<file path="config.mk">
export PLATFORM = sky130hd
export DESIGN_NAME = uart_chan
export DESIGN_NICKNAME = d
export VERILOG_FILES = /design/src/rtl/uart_chan_pkg.sv /design/src/rtl/uart_chan_baud.sv /design/src/rtl/uart_chan_tx.sv /design/src/rtl/uart_chan_rx.sv /design/src/rtl/uart_chan.sv
export SDC_FILE = /design/constraint.sdc
export NUM_CORES = 1
export LEC_CHECK = 0
export BUFFER_PORTS_ARGS = -buffer_cell sky130_fd_sc_hd__buf_2
export CORE_MARGIN = 1.5
export CORE_UTILIZATION = 45
export DETAILED_ROUTE_END_ITERATION = 10
export PLACE_DENSITY = 0.67
export SYNTH_ARGS = -nofsm -noshare
export SYNTH_HDL_FRONTEND = slang
export SYNTH_SLANG_ARGS = --single-unit
</file>
<file path="constraint.sdc">
create_clock -name clk -period 2.8 [get_ports clk]
set_input_delay 0.42 -clock clk [delete_from_list [all_inputs] [get_ports clk]]
set_output_delay 0.42 -clock clk [all_outputs]
set_load 0.01 [all_outputs]
</file>
<file path="src/rtl/uart_chan_pkg.sv">
// Shared constants and state types for the serial channel.
// Assumes: 16x oversampling, register addresses fit in 3 bits.
package uart_chan_pkg;
    // register addresses
    localparam logic [2:0] A_LINE = 3'd0;
    localparam logic [2:0] A_CTRL = 3'd1;
    localparam logic [2:0] A_STAT = 3'd2;
    localparam logic [2:0] A_DIV  = 3'd3;
    localparam logic [2:0] A_TXH  = 3'd4;
    localparam logic [2:0] A_RXB  = 3'd5;

    // control bit positions
    localparam int CB_ERRIRQ = 6;
    localparam int CB_LOOP   = 5;
    localparam int CB_BRK    = 4;
    localparam int CB_RXTYPE = 8;
    localparam int CB_TXTYPE = 9;
    localparam int CB_SRC    = 10;
    localparam int CTL_W     = CB_SRC + 1;

    // oversampling counter
    localparam int              OS_W    = 4;
    localparam logic [OS_W-1:0] OS_LAST = '1;
    localparam logic [OS_W-1:0] OS_HALF = OS_W'((1 << (OS_W - 1)) - 1);

    typedef enum logic [1:0] {TX_IDLE, TX_START, TX_DATA, TX_STOP} tx_state_e;
    typedef enum logic [1:0] {RX_IDLE, RX_DATA, RX_STOP} rx_state_e;
endpackage

</file>
<file path="src/rtl/uart_chan_baud.sv">
// Baud divider: emits one oversampling tick every (div_i + 1) source events.
// A source event is every clk cycle, or a rising edge of ext_clk_i when
// use_ext_i is set. Assumes ext_clk_i is much slower than clk.
module uart_chan_baud #(
    parameter int DIV_W = 16
) (
    input  logic             clk,
    input  logic             rst_n,
    input  logic             use_ext_i,
    input  logic             ext_clk_i,
    input  logic [DIV_W-1:0] div_i,
    output logic             tick_o
);
    logic [2:0]       ext_sync;
    logic             ext_rise;
    logic             src_en;
    logic             wrap;
    logic [DIV_W-1:0] cnt;

    // bring the external source into the clk domain
    always_ff @(posedge clk) begin
        if (!rst_n) ext_sync <= '0;
        else        ext_sync <= {ext_sync[1:0], ext_clk_i};
    end

    assign ext_rise = ext_sync[1] & ~ext_sync[2];
    assign src_en   = use_ext_i ? ext_rise : 1'b1;
    assign wrap     = (cnt >= div_i);

    // count source events and emit a tick at the wrap point
    always_ff @(posedge clk) begin
        if (!rst_n) begin
            cnt    <= '0;
            tick_o <= 1'b0;
        end else begin
            tick_o <= src_en & wrap;
            if (src_en) cnt <= wrap ? '0 : cnt + 1'b1;
        end
    end

    // back-to-back ticks only when the divisor was zero
    assert_tick_spacing_R2: assert property (@(posedge clk) disable iff (!rst_n)
        tick_o |=> (!tick_o || $past(div_i) == '0));
endmodule

</file>
<file path="src/rtl/uart_chan_tx.sv">
// Transmitter: holding register feeding a shifter that emits start,
// DATA_W bits LSB first and one stop bit, each 16 ticks long.
// Assumes load_i is a single-cycle strobe; a load while full overwrites.
module uart_chan_tx
    import uart_chan_pkg::*;
#(
    parameter int DATA_W = 8
) (
    input  logic              clk,
    input  logic              rst_n,
    input  logic              tick_i,
    input  logic              load_i,
    input  logic [DATA_W-1:0] data_i,
    input  logic              brk_i,
    output logic              line_o,
    output logic              thr_empty_o,
    output logic              idle_o,
    output logic              moved_o
);
    localparam int IW = (DATA_W > 1) ? $clog2(DATA_W) : 1;

    tx_state_e         state;
    logic [OS_W-1:0]   tcnt;
    logic [IW-1:0]     idx;
    logic [DATA_W-1:0] shreg;
    logic [DATA_W-1:0] hold;
    logic              thr_empty;
    logic              move;

    assign move = (state == TX_IDLE) && !thr_empty;

    // holding register and its empty flag
    always_ff @(posedge clk) begin
        if (!rst_n) begin
            hold      <= '0;
            thr_empty <= 1'b1;
        end else begin
            if (move) thr_empty <= 1'b1;
            if (load_i) begin
                hold      <= data_i;
                thr_empty <= 1'b0;
            end
        end
    end

    // frame sequencer driven by the oversampling tick
    always_ff @(posedge clk) begin
        if (!rst_n) begin
            state <= TX_IDLE;
            tcnt  <= '0;
            idx   <= '0;
            shreg <= '0;
        end else if (move) begin
            state <= TX_START;
            tcnt  <= '0;
            shreg <= hold;
        end else if (tick_i && state != TX_IDLE) begin
            tcnt <= tcnt + 1'b1;
            if (tcnt == OS_LAST) begin
                case (state)
                    TX_START: begin
                        state <= TX_DATA;
                        idx   <= '0;
                    end
                    TX_DATA: begin
                        shreg <= {1'b0, shreg[DATA_W-1:1]};
                        if (idx == IW'(DATA_W - 1)) state <= TX_STOP;
                        else                         idx   <= idx + 1'b1;
                    end
                    default: state <= TX_IDLE;
                endcase
            end
        end
    end

    // line level for the current frame position, break forces low
    always_comb begin
        if (brk_i)                  line_o = 1'b0;
        else if (state == TX_START) line_o = 1'b0;
        else if (state == TX_DATA)  line_o = shreg[0];
        else                        line_o = 1'b1;
    end

    assign thr_empty_o = thr_empty;
    assign idle_o      = (state == TX_IDLE);
    assign moved_o     = move & ~load_i;

    // a write always leaves the holding register occupied next cycle
    assert_hold_full_R6: assert property (@(posedge clk) disable iff (!rst_n)
        load_i |=> !thr_empty_o);
endmodule

</file>
<file path="src/rtl/uart_chan_rx.sv">
// Receiver: two-flop synchronizer, start qualified by 8 low ticks, then
// one sample every 16 ticks for DATA_W data bits and the stop bit.
// Assumes the line idles high; done_o/ferr_o are single-cycle pulses.
module uart_chan_rx
    import uart_chan_pkg::*;
#(
    parameter int DATA_W = 8
) (
    input  logic              clk,
    input  logic              rst_n,
    input  logic              tick_i,
    input  logic              rxd_i,
    output logic [DATA_W-1:0] data_o,
    output logic              done_o,
    output logic              ferr_o
);
    localparam int IW = (DATA_W > 1) ? $clog2(DATA_W) : 1;

    logic [1:0]      sync;
    logic            line;
    rx_state_e       state;
    logic [OS_W-1:0] tcnt;
    logic [IW-1:0]   idx;

    // synchronize the serial input
    always_ff @(posedge clk) begin
        if (!rst_n) sync <= 2'b11;
        else        sync <= {sync[0], rxd_i};
    end
    assign line = sync[1];

    // start qualification, bit sampling and stop check
    always_ff @(posedge clk) begin
        if (!rst_n) begin
            state  <= RX_IDLE;
            tcnt   <= '0;
            idx    <= '0;
            data_o <= '0;
            done_o <= 1'b0;
            ferr_o <= 1'b0;
        end else begin
            done_o <= 1'b0;
            ferr_o <= 1'b0;
            if (tick_i) begin
                case (state)
                    RX_IDLE: begin
                        if (line) tcnt <= '0;
                        else if (tcnt == OS_HALF) begin
                            state <= RX_DATA;
                            tcnt  <= '0;
                            idx   <= '0;
                        end else tcnt <= tcnt + 1'b1;
                    end
                    RX_DATA: begin
                        tcnt <= tcnt + 1'b1;
                        if (tcnt == OS_LAST) begin
                            data_o <= {line, data_o[DATA_W-1:1]};
                            if (idx == IW'(DATA_W - 1)) state <= RX_STOP;
                            else                         idx   <= idx + 1'b1;
                        end
                    end
                    default: begin
                        tcnt <= tcnt + 1'b1;
                        if (tcnt == OS_LAST) begin
                            state  <= RX_IDLE;
                            tcnt   <= '0;
                            done_o <= line;
                            ferr_o <= ~line;
                        end
                    end
                endcase
            end
        end
    end

    // a frame ends at most once, never on two neighbouring cycles
    assert_single_end_R4: assert property (@(posedge clk) disable iff (!rst_n)
        (done_o || ferr_o) |=> !(done_o || ferr_o));
endmodule

</file>
<file path="src/rtl/uart_chan.sv">
// Serial channel top: register port, control/status, interrupt shaping,
// loopback routing; instantiates the baud divider, transmitter, receiver.
// Assumes single-cycle reg_wr_i/reg_rd_i strobes and DIV_W <= REG_W.
module uart_chan
    import uart_chan_pkg::*;
#(
    parameter int DIV_W  = 16,
    parameter int DATA_W = 8,
    parameter int REG_W  = 16
) (
    input  logic             clk,
    input  logic             rst_n,
    input  logic             ext_clk_i,
    input  logic [2:0]       reg_addr_i,
    input  logic             reg_wr_i,
    input  logic             reg_rd_i,
    input  logic [REG_W-1:0] reg_wdata_i,
    output logic [REG_W-1:0] reg_rdata_o,
    input  logic             rxd_i,
    output logic             txd_o,
    output logic             irq_tx_o,
    output logic             irq_rx_o
);
    logic [1:0]        line_q;
    logic [CTL_W-1:0]  ctl_q;
    logic [DIV_W-1:0]  div_q;
    logic [DATA_W-1:0] rbuf_q;
    logic              rx_rdy_q, ferr_q, rx_pls_q, tx_pls_q;
    logic              tick, tx_line, thr_empty, tx_idle, tx_moved;
    logic [DATA_W-1:0] rx_data;
    logic              rx_done, rx_ferr, rx_in;
    logic              rx_evt, rx_lvl, rx_en, tx_en;
    logic              wr_line, wr_ctl, wr_div, wr_txh, rd_rxb, rd_stat;

    assign wr_line = reg_wr_i && reg_addr_i == A_LINE;
    assign wr_ctl  = reg_wr_i && reg_addr_i == A_CTRL;
    assign wr_div  = reg_wr_i && reg_addr_i == A_DIV;
    assign wr_txh  = reg_wr_i && reg_addr_i == A_TXH;
    assign rd_rxb  = reg_rd_i && reg_addr_i == A_RXB;
    assign rd_stat = reg_rd_i && reg_addr_i == A_STAT;

    uart_chan_baud #(.DIV_W(DIV_W)) baud_i (
        .clk(clk), .rst_n(rst_n), .use_ext_i(ctl_q[CB_SRC]),
        .ext_clk_i(ext_clk_i), .div_i(div_q), .tick_o(tick)
    );

    uart_chan_tx #(.DATA_W(DATA_W)) tx_i (
        .clk(clk), .rst_n(rst_n), .tick_i(tick), .load_i(wr_txh),
        .data_i(reg_wdata_i[DATA_W-1:0]), .brk_i(ctl_q[CB_BRK]),
        .line_o(tx_line), .thr_empty_o(thr_empty), .idle_o(tx_idle),
        .moved_o(tx_moved)
    );

    assign rx_in = ctl_q[CB_LOOP] ? tx_line : rxd_i;
    assign txd_o = ctl_q[CB_LOOP] ? 1'b1 : tx_line;

    uart_chan_rx #(.DATA_W(DATA_W)) rx_i (
        .clk(clk), .rst_n(rst_n), .tick_i(tick), .rxd_i(rx_in),
        .data_o(rx_data), .done_o(rx_done), .ferr_o(rx_ferr)
    );

    // software-written configuration
    always_ff @(posedge clk) begin
        if (!rst_n) begin
            line_q <= '0;
            ctl_q  <= '0;
            div_q  <= '0;
        end else begin
            if (wr_line) line_q <= reg_wdata_i[1:0];
            if (wr_ctl)  ctl_q  <= reg_wdata_i[CTL_W-1:0];
            if (wr_div)  div_q  <= reg_wdata_i[DIV_W-1:0];
        end
    end

    // receive buffer, ready flag and framing flag
    always_ff @(posedge clk) begin
        if (!rst_n) begin
            rbuf_q   <= '0;
            rx_rdy_q <= 1'b0;
            ferr_q   <= 1'b0;
        end else begin
            if (rx_done) begin
                rbuf_q   <= rx_data;
                rx_rdy_q <= 1'b1;
            end else if (rd_rxb) rx_rdy_q <= 1'b0;
            if (rx_ferr)      ferr_q <= 1'b1;
            else if (rd_stat) ferr_q <= 1'b0;
        end
    end

    assign rx_evt = rx_done | (ctl_q[CB_ERRIRQ] & rx_ferr);
    assign rx_lvl = rx_rdy_q | (ctl_q[CB_ERRIRQ] & ferr_q);
    assign rx_en  = (ctl_q[1:0] == 2'b01);
    assign tx_en  = (ctl_q[3:2] == 2'b01);

    // register the interrupt events into one-cycle pulses
    always_ff @(posedge clk) begin
        if (!rst_n) begin
            rx_pls_q <= 1'b0;
            tx_pls_q <= 1'b0;
        end else begin
            rx_pls_q <= rx_evt;
            tx_pls_q <= tx_moved;
        end
    end

    assign irq_rx_o = rx_en & (ctl_q[CB_RXTYPE] ? rx_lvl : rx_pls_q);
    assign irq_tx_o = tx_en & (ctl_q[CB_TXTYPE] ? thr_empty : tx_pls_q);

    // read data multiplexer
    always_comb begin
        case (reg_addr_i)
            A_LINE:  reg_rdata_o = REG_W'(line_q);
            A_CTRL:  reg_rdata_o = REG_W'(ctl_q);
            A_STAT:  reg_rdata_o = REG_W'({ferr_q, thr_empty & tx_idle,
                                           thr_empty, rx_rdy_q});
            A_DIV:   reg_rdata_o = REG_W'(div_q);
            A_RXB:   reg_rdata_o = REG_W'(rbuf_q);
            default: reg_rdata_o = '0;
        endcase
    end

    // a buffer read with no new byte arriving leaves ready low
    assert_ready_clear_R5: assert property (@(posedge clk) disable iff (!rst_n)
        (rd_rxb && !rx_done) |=> !rx_rdy_q);

    // pulse-type receive interrupt never lasts two cycles
    assert_irq_pulse_R10: assert property (@(posedge clk) disable iff (!rst_n)
        (irq_rx_o && !ctl_q[CB_RXTYPE]) |=> (!irq_rx_o || ctl_q[CB_RXTYPE]));
endmodule

</file>
Word level (Yosys, flattened, before mapping)
Cells that the tools add are included.
W data, S select, Z words.

word-level totals
  bits in registers = 108
  input port bits = 25
  output and inout bits = 19
  logic and storage cells = 144

operators by class
  $add $sub $neg = 5
  magnitude comparators = 1
  equality and inequality tests = 23
  mux-type cells = 42
  bitwise gates (word level) = 17
  reductions and logical operators = 31

operator list
  operator                 number
  $pmux W16 S5             1
  $mux W8                  4
  $reduce_bool A2 Y1       10
  $mux W1                  17
  $add A16 B1 Y16 const B  1
  $ge A16 B16 Y1           1
  $mux W16                 1
  $mux W3                  5
  $eq A3 B3 Y1 const B     4
  $mux W2                  6
  $mux W4                  3
  $pmux W3 S2              2
  $reduce_and A3 Y1        4
  $reduce_and A6 Y1        2
  $add A4 B1 Y4 const B    2
  $and A1 B1 Y1            8
  $eq A2 B1 Y1 const B     4
  $eq A4 B4 Y1 const B     2
  $logic_and A1 B1 Y1      8
  $ne A2 B1 Y1 const B     4
  $pmux W2 S2              2
  $pmux W4 S2              1
  $not A1 Y1               7
  $add A3 B1 Y3 const B    2
  other kinds (13)         18

Logic depth before layout (Yosys ltp)
Gate-level depths: netlist of run 1.

  depth after elaboration = 6
  depth in mapped cells = 9
  depth with buffers taken out = 7

By module
A second synthesis of run 1 with hierarchy kept.

unflattened totals
  cells, all modules = 612
  area total of the unflattened synthesis = 5408.9 um^2

modules (own cells, without submodules)
  module          instances  cells each  area an instance (um^2)  seq. area each (um^2)
  uart_chan       1          229         1978.1                   820.8
  uart_chan_tx    1          136         1255.0                   520.5
  uart_chan_baud  1          151         1246.2                   400.4
  uart_chan_rx    1          96          929.6                    420.4

Least setup slack after synthesis of run 1
OpenSTA, ideal clock, no wires.

  path type = register to register
  start point = register baud_i.cnt[0]
  end point = register baud_i.cnt[10]
  library setup time = 0.064 ns
  data arrival time = 1.809 ns
  required time = 2.736 ns
  slack = 0.928 ns
  cell stages (with the launch flop) = 9
  path buffers = 1
  clock period less this slack = 1.872 ns
  cells stage by stage = dfxtp_1 inv_1 ha_1 nand2b_1 a2111o_1 o2111ai_1 a32oi_2 buf_4 nor2_1

on the way
  word-level cells in the longest chain between the ends = 2
  elaborated cells between the ends (all ways) = 3
  classes of those cells = 1 x add/sub; 1 x order compare; 1 x mux

ends and longest elaborated chain
  what                                                      RTL line                                    source
  start, declared                                           uart_chan_baud.sv:18                        logic [DIV_W-1:0] cnt;
  start signal, assigned                                    uart_chan_baud.sv:37                        if (src_en) cnt <= wrap ? '0 : cnt + 1'b1;
  $add A16 B1 Y16 / $ge A16 B16 Y1 (equally long branches)  uart_chan_baud.sv:37, uart_chan_baud.sv:28
  $mux W16 *                                                uart_chan_baud.sv:37

Mark *: on every way between the ends. The rest lies on a longest branch, timed or not.
A chain may end at the register's enable or synchronous reset.

Final worst setup path of run 1
  start point = register div_q[15]
  end point = register baud_i.cnt[4]

on the way
  word-level cells in the longest chain between the ends = 2

ends and longest elaborated chain
  what                    RTL line              source
  start, declared         uart_chan.sv:26       logic [DIV_W-1:0] div_q;
  start signal, assigned  uart_chan.sv:71       if (wr_div) div_q <= reg_wdata_i[DIV_W-1:0];
  $ge A16 B16 Y1          uart_chan_baud.sv:28  assign wrap = (cnt >= div_i);
  $mux W16                uart_chan_baud.sv:37

No other way between the ends.

==> results_dict.tcl, run 1 <==
set metrics [dict create \
    slew_headroom_pct 52.5 \
    fillers 1079 \
    antennaDiodeCount 0 \
    crit_arrival_ns 2.47 \
    worstPathRequired_ns 3.00 \
    post_cts_buffers 0 \
    syn_avg_cell_area_um2 8.40 \
    core-area_mm2 0.0113 \
    setup_tns_ns 0 \
    seq_area_frac_synth_pct 41.6 \
    crit_chain "inv_1 > ha_1 > nand4_1 > nor3_1 > o2111ai_1 > a32oi_2 > nor2_1" \
    synthDominantCellAreaShare_pct 41.6 \
    top_usage_layer "met2" \
    endpoint_kind "flip-flop" \
    cts_resized 0 \
    yosys_warnings 0 \
    min_to "baud_i.ext_sync[0]$_SDFF_PN0_" \
    ant_nets 0 \
    syn_inst 619 \
    power_per_cell_area_mw_per_mm2 544 \
    dieArea_mm2 0.0122 \
    hold_path_class "in2reg" \
    cts_num_sinks 108 \
    critical_path.max_fanout 15 \
    hp-start "ext_clk_i" \
    antenna_found_initial 0 \
    ff2ff_setup_slack_ns 0.53 \
    async_flop_share_pct 0 \
    final_util_pct 51.3 \
    synth_cell_types 56 \
    drt_iter0_drc 193 \
    rows 39 \
    p_leak_nw 2.16 \
    die_h_um 111 \
    yosys-top-cells-count "nand2_1 (121), dfxtp_1 (108), nor2_1 (57), mux2i_1 (35), a21boi_0 (30)" \
    p_int_mw 2.45 \
    routed_wl_um 11500 \
    post-synth-top-count-cell "nand2_1" \
    drv_cap 0 \
    htreeDepth 3 \
    num_vias 4250 \
    overflow 0 \
    synth_area_mm2 0.00520 \
    min_path_cells 2 \
    dp_cells 779 \
    cts_buffers 9 \
    fin_crit_ns 2.27 \
    clk_latency_ns 0.34 \
    ys.flop_type "dfxtp_1" \
    grt_pass1_wl_um 19300 \
    synthMuxAreaShare_pct 6.95 \
    grt_pass1_vias 4029 \
    wl_per_cell_um 14.5 \
    post_synth_and_or_nand_nor_area_fraction_pct 24.5 \
    worstSetupPathType "reg2reg" \
    cts_root_buffer "clkbuf_16" \
    layout.cells.non_filler 795 \
    io_buffers 43 \
    synth_area_leaders "dfxtp_1 (42%), nand2_1 (8.7%), mux2i_1 (6.7%)" \
    seqPwrFrac_pct 50.2 \
    drcViolationCount 0 \
    clkTransAtPathRegs_ns 0.07 \
    grt_use_met2_pct 32.8 \
    start_kind "flip-flop" \
    gp_congestion 0.833 \
    stdcell_area_mm2 0.00581 \
    switching_share_pct 22.6 \
    grt_usage_pct 19.3 \
    synth_edf_count 0 \
    finalHoldViolations 0 \
    vdd_drop_max_mv 0.293 \
    place_area_mm2 0.00549 \
    p_switching_mw 0.716 \
    synth_fa_ha_area_share_pct 6.25 \
    synth_top_family_by_area "simple AND/OR/NAND/NOR gates" \
    r2r-end "baud_i.cnt[4]$_SDFFE_PN0P_" \
    dr.pass1.iters 5 \
    cts_hold_buf 0 \
    synthXorXnorAreaFrac_pct 2.86 \
    drive_above_1_share_pct 11.5 \
    yosys_register_bits 108 \
    vias_per_cell 5.35 \
    grt_max_degree 55 \
    finalSetupViolations 0 \
    clockBufferDepth 2 \
    area_growth_pct 11.7 \
    synth_compound_area_share_pct 13.1 \
    worstMarginPinSlew_ns 0.712 \
    die_x_um 111 \
    drv_slew 0 \
    cts_tree "done" \
    rsz0062_at_grt "false" \
    status "complete, no violations" \
    synth_nets 670 \
    worstRegToRegCells 7 \
    met1_usage_pct 24.7 \
    synth_largest_area_cell "dfxtp_1" \
    regToRegStartpoint "div_q[15]$_SDFFE_PN0P_" \
    fin_nets 698 \
    finalPower_mw 3.16 \
    period_share_pct 81.1 \
    power_frac_comb_pct 6.3 \
    hpwl_um 8400 \
    cp_slowest_cell "a32oi_2" \
    fmax_mhz 440 \
    p_clk_share_pct 43.5 \
    slowest_delay_ns 0.66 \
    met3_usage_pct 2.80 \
    io_pins 44 \
    skew_ns 0.00509 \
    initial_core_util_pct 45.9 \
]
-- state kept, by name, summed over array words and instances (netlist names), 2 cells and up --
signal and flops:
rx_i.data_o 8, tx_i.idx 3, ctl_q 11, rx_i.sync 2
tx_i.hold 8, tx_i.tcnt 4, div_q 16, tx_i.state 2
tx_i.shreg 8, line_q 2, baud_i.ext_sync 3, baud_i.cnt 16
rx_i.idx 3, rx_i.tcnt 4, rx_i.state 2, rbuf_q 8
-- layout by cell type (no fill, tap or decap), types with 10 or more instances in the layout --
cell type,instances
o21ai_0,17
dfxtp_1,108
inv_1,26
nand3_1,14
ha_1,26
and3_1,12
and2_1,10
nand2_1,121
buf_2,43
nor2_1,57
mux2i_1,35
a21oi_1,26
a21boi_0,30
nor2b_1,17
-- worst max-delay path, delay by kind of cell, from the launching register on --
kind	cells	cell delay, ns
compound gates	2	0.87
simple gates	3	0.55
flops	1	0.35
fa+ha+maj	1	0.30
buf+inv	1	0.05
-- logic make-up after synthesis --
kind of cell	Yosys count
and+or+nand+nor	274
DFF	108
AOI/OAI and AO/OA	100
buffers and inverters	58
muxes	36
adders and majority gates	26
xor gates and xnor gates	17
-- metrics by stage --
stage / worst slack, ns / hold WS, ns
global placement: 0.665 / 0.418
detailed placement: 0.548 / 0.419
CTS: 0.524 / 0.295
global route: 0.315 / 0.284
finish: 0.529 / 0.300
floorplan: 0.928 / 0.386
-- worst max path at each step --
| stage | from | to | cells past startpoint |
|---|---|---|---|
| 6_report | div_q[15]$_SDFFE_PN0P_ | baud_i.cnt[4]$_SDFFE_PN0P_ | 7 |
| 4_1_cts | div_q[15]$_SDFFE_PN0P_ | baud_i.cnt[13]$_SDFFE_PN0P_ | 7 |
| 5_1_grt | div_q[15]$_SDFFE_PN0P_ | baud_i.cnt[4]$_SDFFE_PN0P_ | 7 |
| 3_5_place_dp | div_q[15]$_SDFFE_PN0P_ | baud_i.cnt[10]$_SDFFE_PN0P_ | 7 |
| 3_3_place_gp | div_q[15]$_SDFFE_PN0P_ | baud_i.cnt[4]$_SDFFE_PN0P_ | 7 |
| 2_1_floorplan | baud_i.cnt[0]$_SDFFE_PN0P_ | baud_i.cnt[10]$_SDFFE_PN0P_ | 8 |
-- metal layers --
metal	wire [um]	vias up	share of wire [%]
met5	0	-	0
met1	5350	1993	46
met3	347	21	3.0
met2	5570	83	48
met4	262	0	2.3
li1	-	2153	-
-- cell type report --
type | count | area [um2] | area share (%)
Inverter | 27 | 101 | 1.74
Timing Repair Buffer | 48 | 253 | 4.35
Sequential cell | 108 | 2160 | 37.2
Clock inverter | 6 | 86.3 | 1.49
Tap cell | 143 | 179 | 3.08
Multi-Input combinational cell | 453 | 2790 | 48.0
Clock buffer | 10 | 239 | 4.11
-- power by group through the flow --
stage	Sequential, mW	Combinational [mW]	Clock, mW
floorplan	1.61	0.139	0
global placement	1.62	0.193	0
detailed placement	1.62	0.197	0
CTS	1.59	0.199	1.40
global route	1.59	0.221	1.47
finish	1.59	0.199	1.38
(Power assumes the default switching activity.)
==> inputs of run 2 (changes only) <==
- ABC_AREA: unset -> 1
- clock period: 2.8 -> 2.3 ns (I/O delays scaled with it)
==> run 2 against run 1 <==
Against the previous run:
- combinational power is 48% higher
- via count grew 3.2%
- area after synthesis down 4.0%
- critical path depth is 1 lower
- sequential cell count stayed put
- power increased by 11%
- register-to-register slack lost 0.06 ns
==> results_dict.tcl, run 2 <==
set metrics [dict create \
    die_h_um 108 \
    critical_path.max_fanout 7 \
    routed_wl_um 11700 \
    grt_pass1_vias 4073 \
    yosys_register_bits 108 \
    p_clk_share_pct 36.6 \
    core-area_mm2 0.0108 \
    gp_congestion 0.820 \
    cts_tree "done" \
    syn_avg_cell_area_um2 7.46 \
    vias_per_cell 5.15 \
    setup_tns_ns 0 \
    crit_arrival_ns 1.66 \
    yosys_warnings 0 \
    syn_inst 669 \
    io_pins 44 \
    clkTransAtPathRegs_ns 0.10 \
    dr.pass1.iters 5 \
    hold_path_class "in2reg" \
    area_growth_pct 11.0 \
    cts_hold_buf 0 \
    final_common_cell "dfxtp_1" \
    cts_resized 0 \
    seq_area_frac_synth_pct 43.3 \
    min_path_cells 3 \
    worstRegToRegCells 10 \
    synth_nets 720 \
    period_share_pct 87.0 \
    antenna_found_initial 1 \
    status "complete, no violations" \
    io_buffers 43 \
    finalSetupViolations 0 \
    synth_cell_types 42 \
    worstMarginPinSlew_ns 0.423 \
    skew_ns 0.0122 \
    drt_iter0_drc 221 \
    endpoint_kind "primary output" \
    cts_num_sinks 108 \
    overflow 0 \
    dieArea_mm2 0.0117 \
    drv_cap 0 \
    post-synth-top-count-cell "dfxtp_1" \
    hpwl_um 8790 \
    cts_buffers 9 \
    grt_max_degree 48 \
    clockBufferDepth 2 \
    finalPower_mw 3.52 \
    finalHoldViolations 0 \
    switching_share_pct 24.8 \
    antennaDiodeCount 0 \
    worstSetupPathType "reg2out" \
    fin_nets 759 \
    fmax_mhz 500 \
    htreeDepth 3 \
    fin_hold_ws_ns 0.150 \
    vdd_drop_max_mv 0.386 \
    synth_area_mm2 0.00499 \
    p_int_mw 2.65 \
    drv_slew 0 \
    power_frac_comb_pct 8.4 \
    async_flop_share_pct 0 \
    slew_headroom_pct 71.4 \
    grt_pass1_wl_um 19000 \
    top_regs "baud_i.cnt (16), div_q (16), ctl_q (11)" \
    fin_crit_ns 2.00 \
    p_leak_nw 2.39 \
    seqPwrFrac_pct 55.0 \
    synthDominantCellAreaShare_pct 43.3 \
    cts_root_buffer "clkbuf_8" \
    yosys-top-cells-count "dfxtp_1 (108), nor2_1 (107), nand2_1 (98), inv_1 (79), o21ai_0 (77)" \
    worstPathRequired_ns 1.96 \
    drcViolationCount 0 \
    ys.flop_type "dfxtp_1" \
    grt_usage_pct 21.0 \
    power_per_cell_area_mw_per_mm2 636 \
    clk_latency_ns 0.39 \
    ant_nets 0 \
    initial_core_util_pct 46.1 \
    synth_area_leaders "dfxtp_1 (43%), nor2_1 (8.0%), o21ai_0 (7.7%)" \
    wl_per_cell_um 13.7 \
    die_x_um 108 \
    drive_above_1_share_pct 11.9 \
    final_cell_mix "dfxtp_1 (108), nor2_1 (107), nand2_1 (98)" \
    num_vias 4385 \
    synth_largest_area_cell "dfxtp_1" \
    start_kind "flip-flop" \
    synth_edf_count 0 \
    p_switching_mw 0.875 \
    rsz0062_at_grt "false" \
    rows 38 \
    post_cts_buffers 0 \
]
==> run 2: cell types whose count changed after synthesis, sizes merged, moves of 9 or more <==
cell    change
nand3      +11
nor2       +54
o21ai      +63
and3       -13
nor2b      -18
nand2      -20
inv        +57
a21oi      +35
mux2i      -35
a21boi     -30
clkbuf     -10
and2        -9
==> run 2: power groups by stage <==
stage	Clock [mW]	Sequential, mW	Combinational [mW]
final	1.29	1.94	0.294
after global routing	1.40	1.95	0.337
after CTS	1.33	1.94	0.296
after detailed placement	0	1.98	0.294
after global placement	0	1.98	0.288
after floorplan	0	1.97	0.208
==> run 2: stage by stage <==
step	setup WS (ns)	instance area, um2	instances	utilization [%]
finish	0.298	5540	852	51.1
global route	0.205	5540	852	51.1
CTS	0.297	5540	852	51.1
detailed placement	0.497	5320	837	49.0
global placement	0.508	5320	837	49.0
floorplan	0.777	4990	669	-
==> run 2: worst paths after layout <==
path / start / end / slack, ns
min reg2reg: baud_i.ext_sync[0]$_SDFF_PN0_ / baud_i.ext_sync[1]$_SDFF_PN0_ / 0.42
max: tx_i.state[0]$_SDFFE_PN0P_ / txd_o / 0.30
max reg2reg: tx_i.state[0]$_SDFFE_PN0P_ / tx_i.idx[1]$_SDFFE_PN0P_ / 0.47
min: ext_clk_i / baud_i.ext_sync[0]$_SDFF_PN0_ / 0.15
==> run 2: per-layer routing <==
layer | vias up | track usage, % | share of wire [%]
met5 | - | 0 | 0
met4 | 0 | 9.96 | 1.8
met3 | 16 | 3.74 | 5.5
met2 | 94 | 35.3 | 48
met1 | 2006 | 26.1 | 45
li1 | 2269 | - | -
==> run 2: cells by family (layout without fill, tap and decap cells) <==
kind of cell | count (synthesis) | count (layout) | synth area share (%)
AO/OA/AOI/OAI | 162 | 162 | 17.7
XOR/XNOR | 11 | 11 | 1.93
adder cells (fa/ha/maj) | 26 | 26 | 6.52
buffers and inverters | 104 | 147 | 8.35
flip-flops | 108 | 108 | 43.3
AND/OR/NAND/NOR | 258 | 258 | 22.2
==> run 2: final cells by class <==
type / instances / area (um2)
sequential: 108 / 2160
fill: 1125 / 5300
clock inverter: 5 / 86.3
timing repair buffer: 47 / 245
multi-input combinational: 457 / 2410
inverter: 85 / 320
clock buffer: 10 / 138
tap: 140 / 175
==> run 2: worst max-delay path, cell delays in order, from the launching register on <==
cell and delay (ns):
dfxtp_1 0.37, inv_1 0.08, ha_1 0.31, a21oi_1 0.21, nand2_1 0.10, nand2_1 0.08
buf_2 0.13
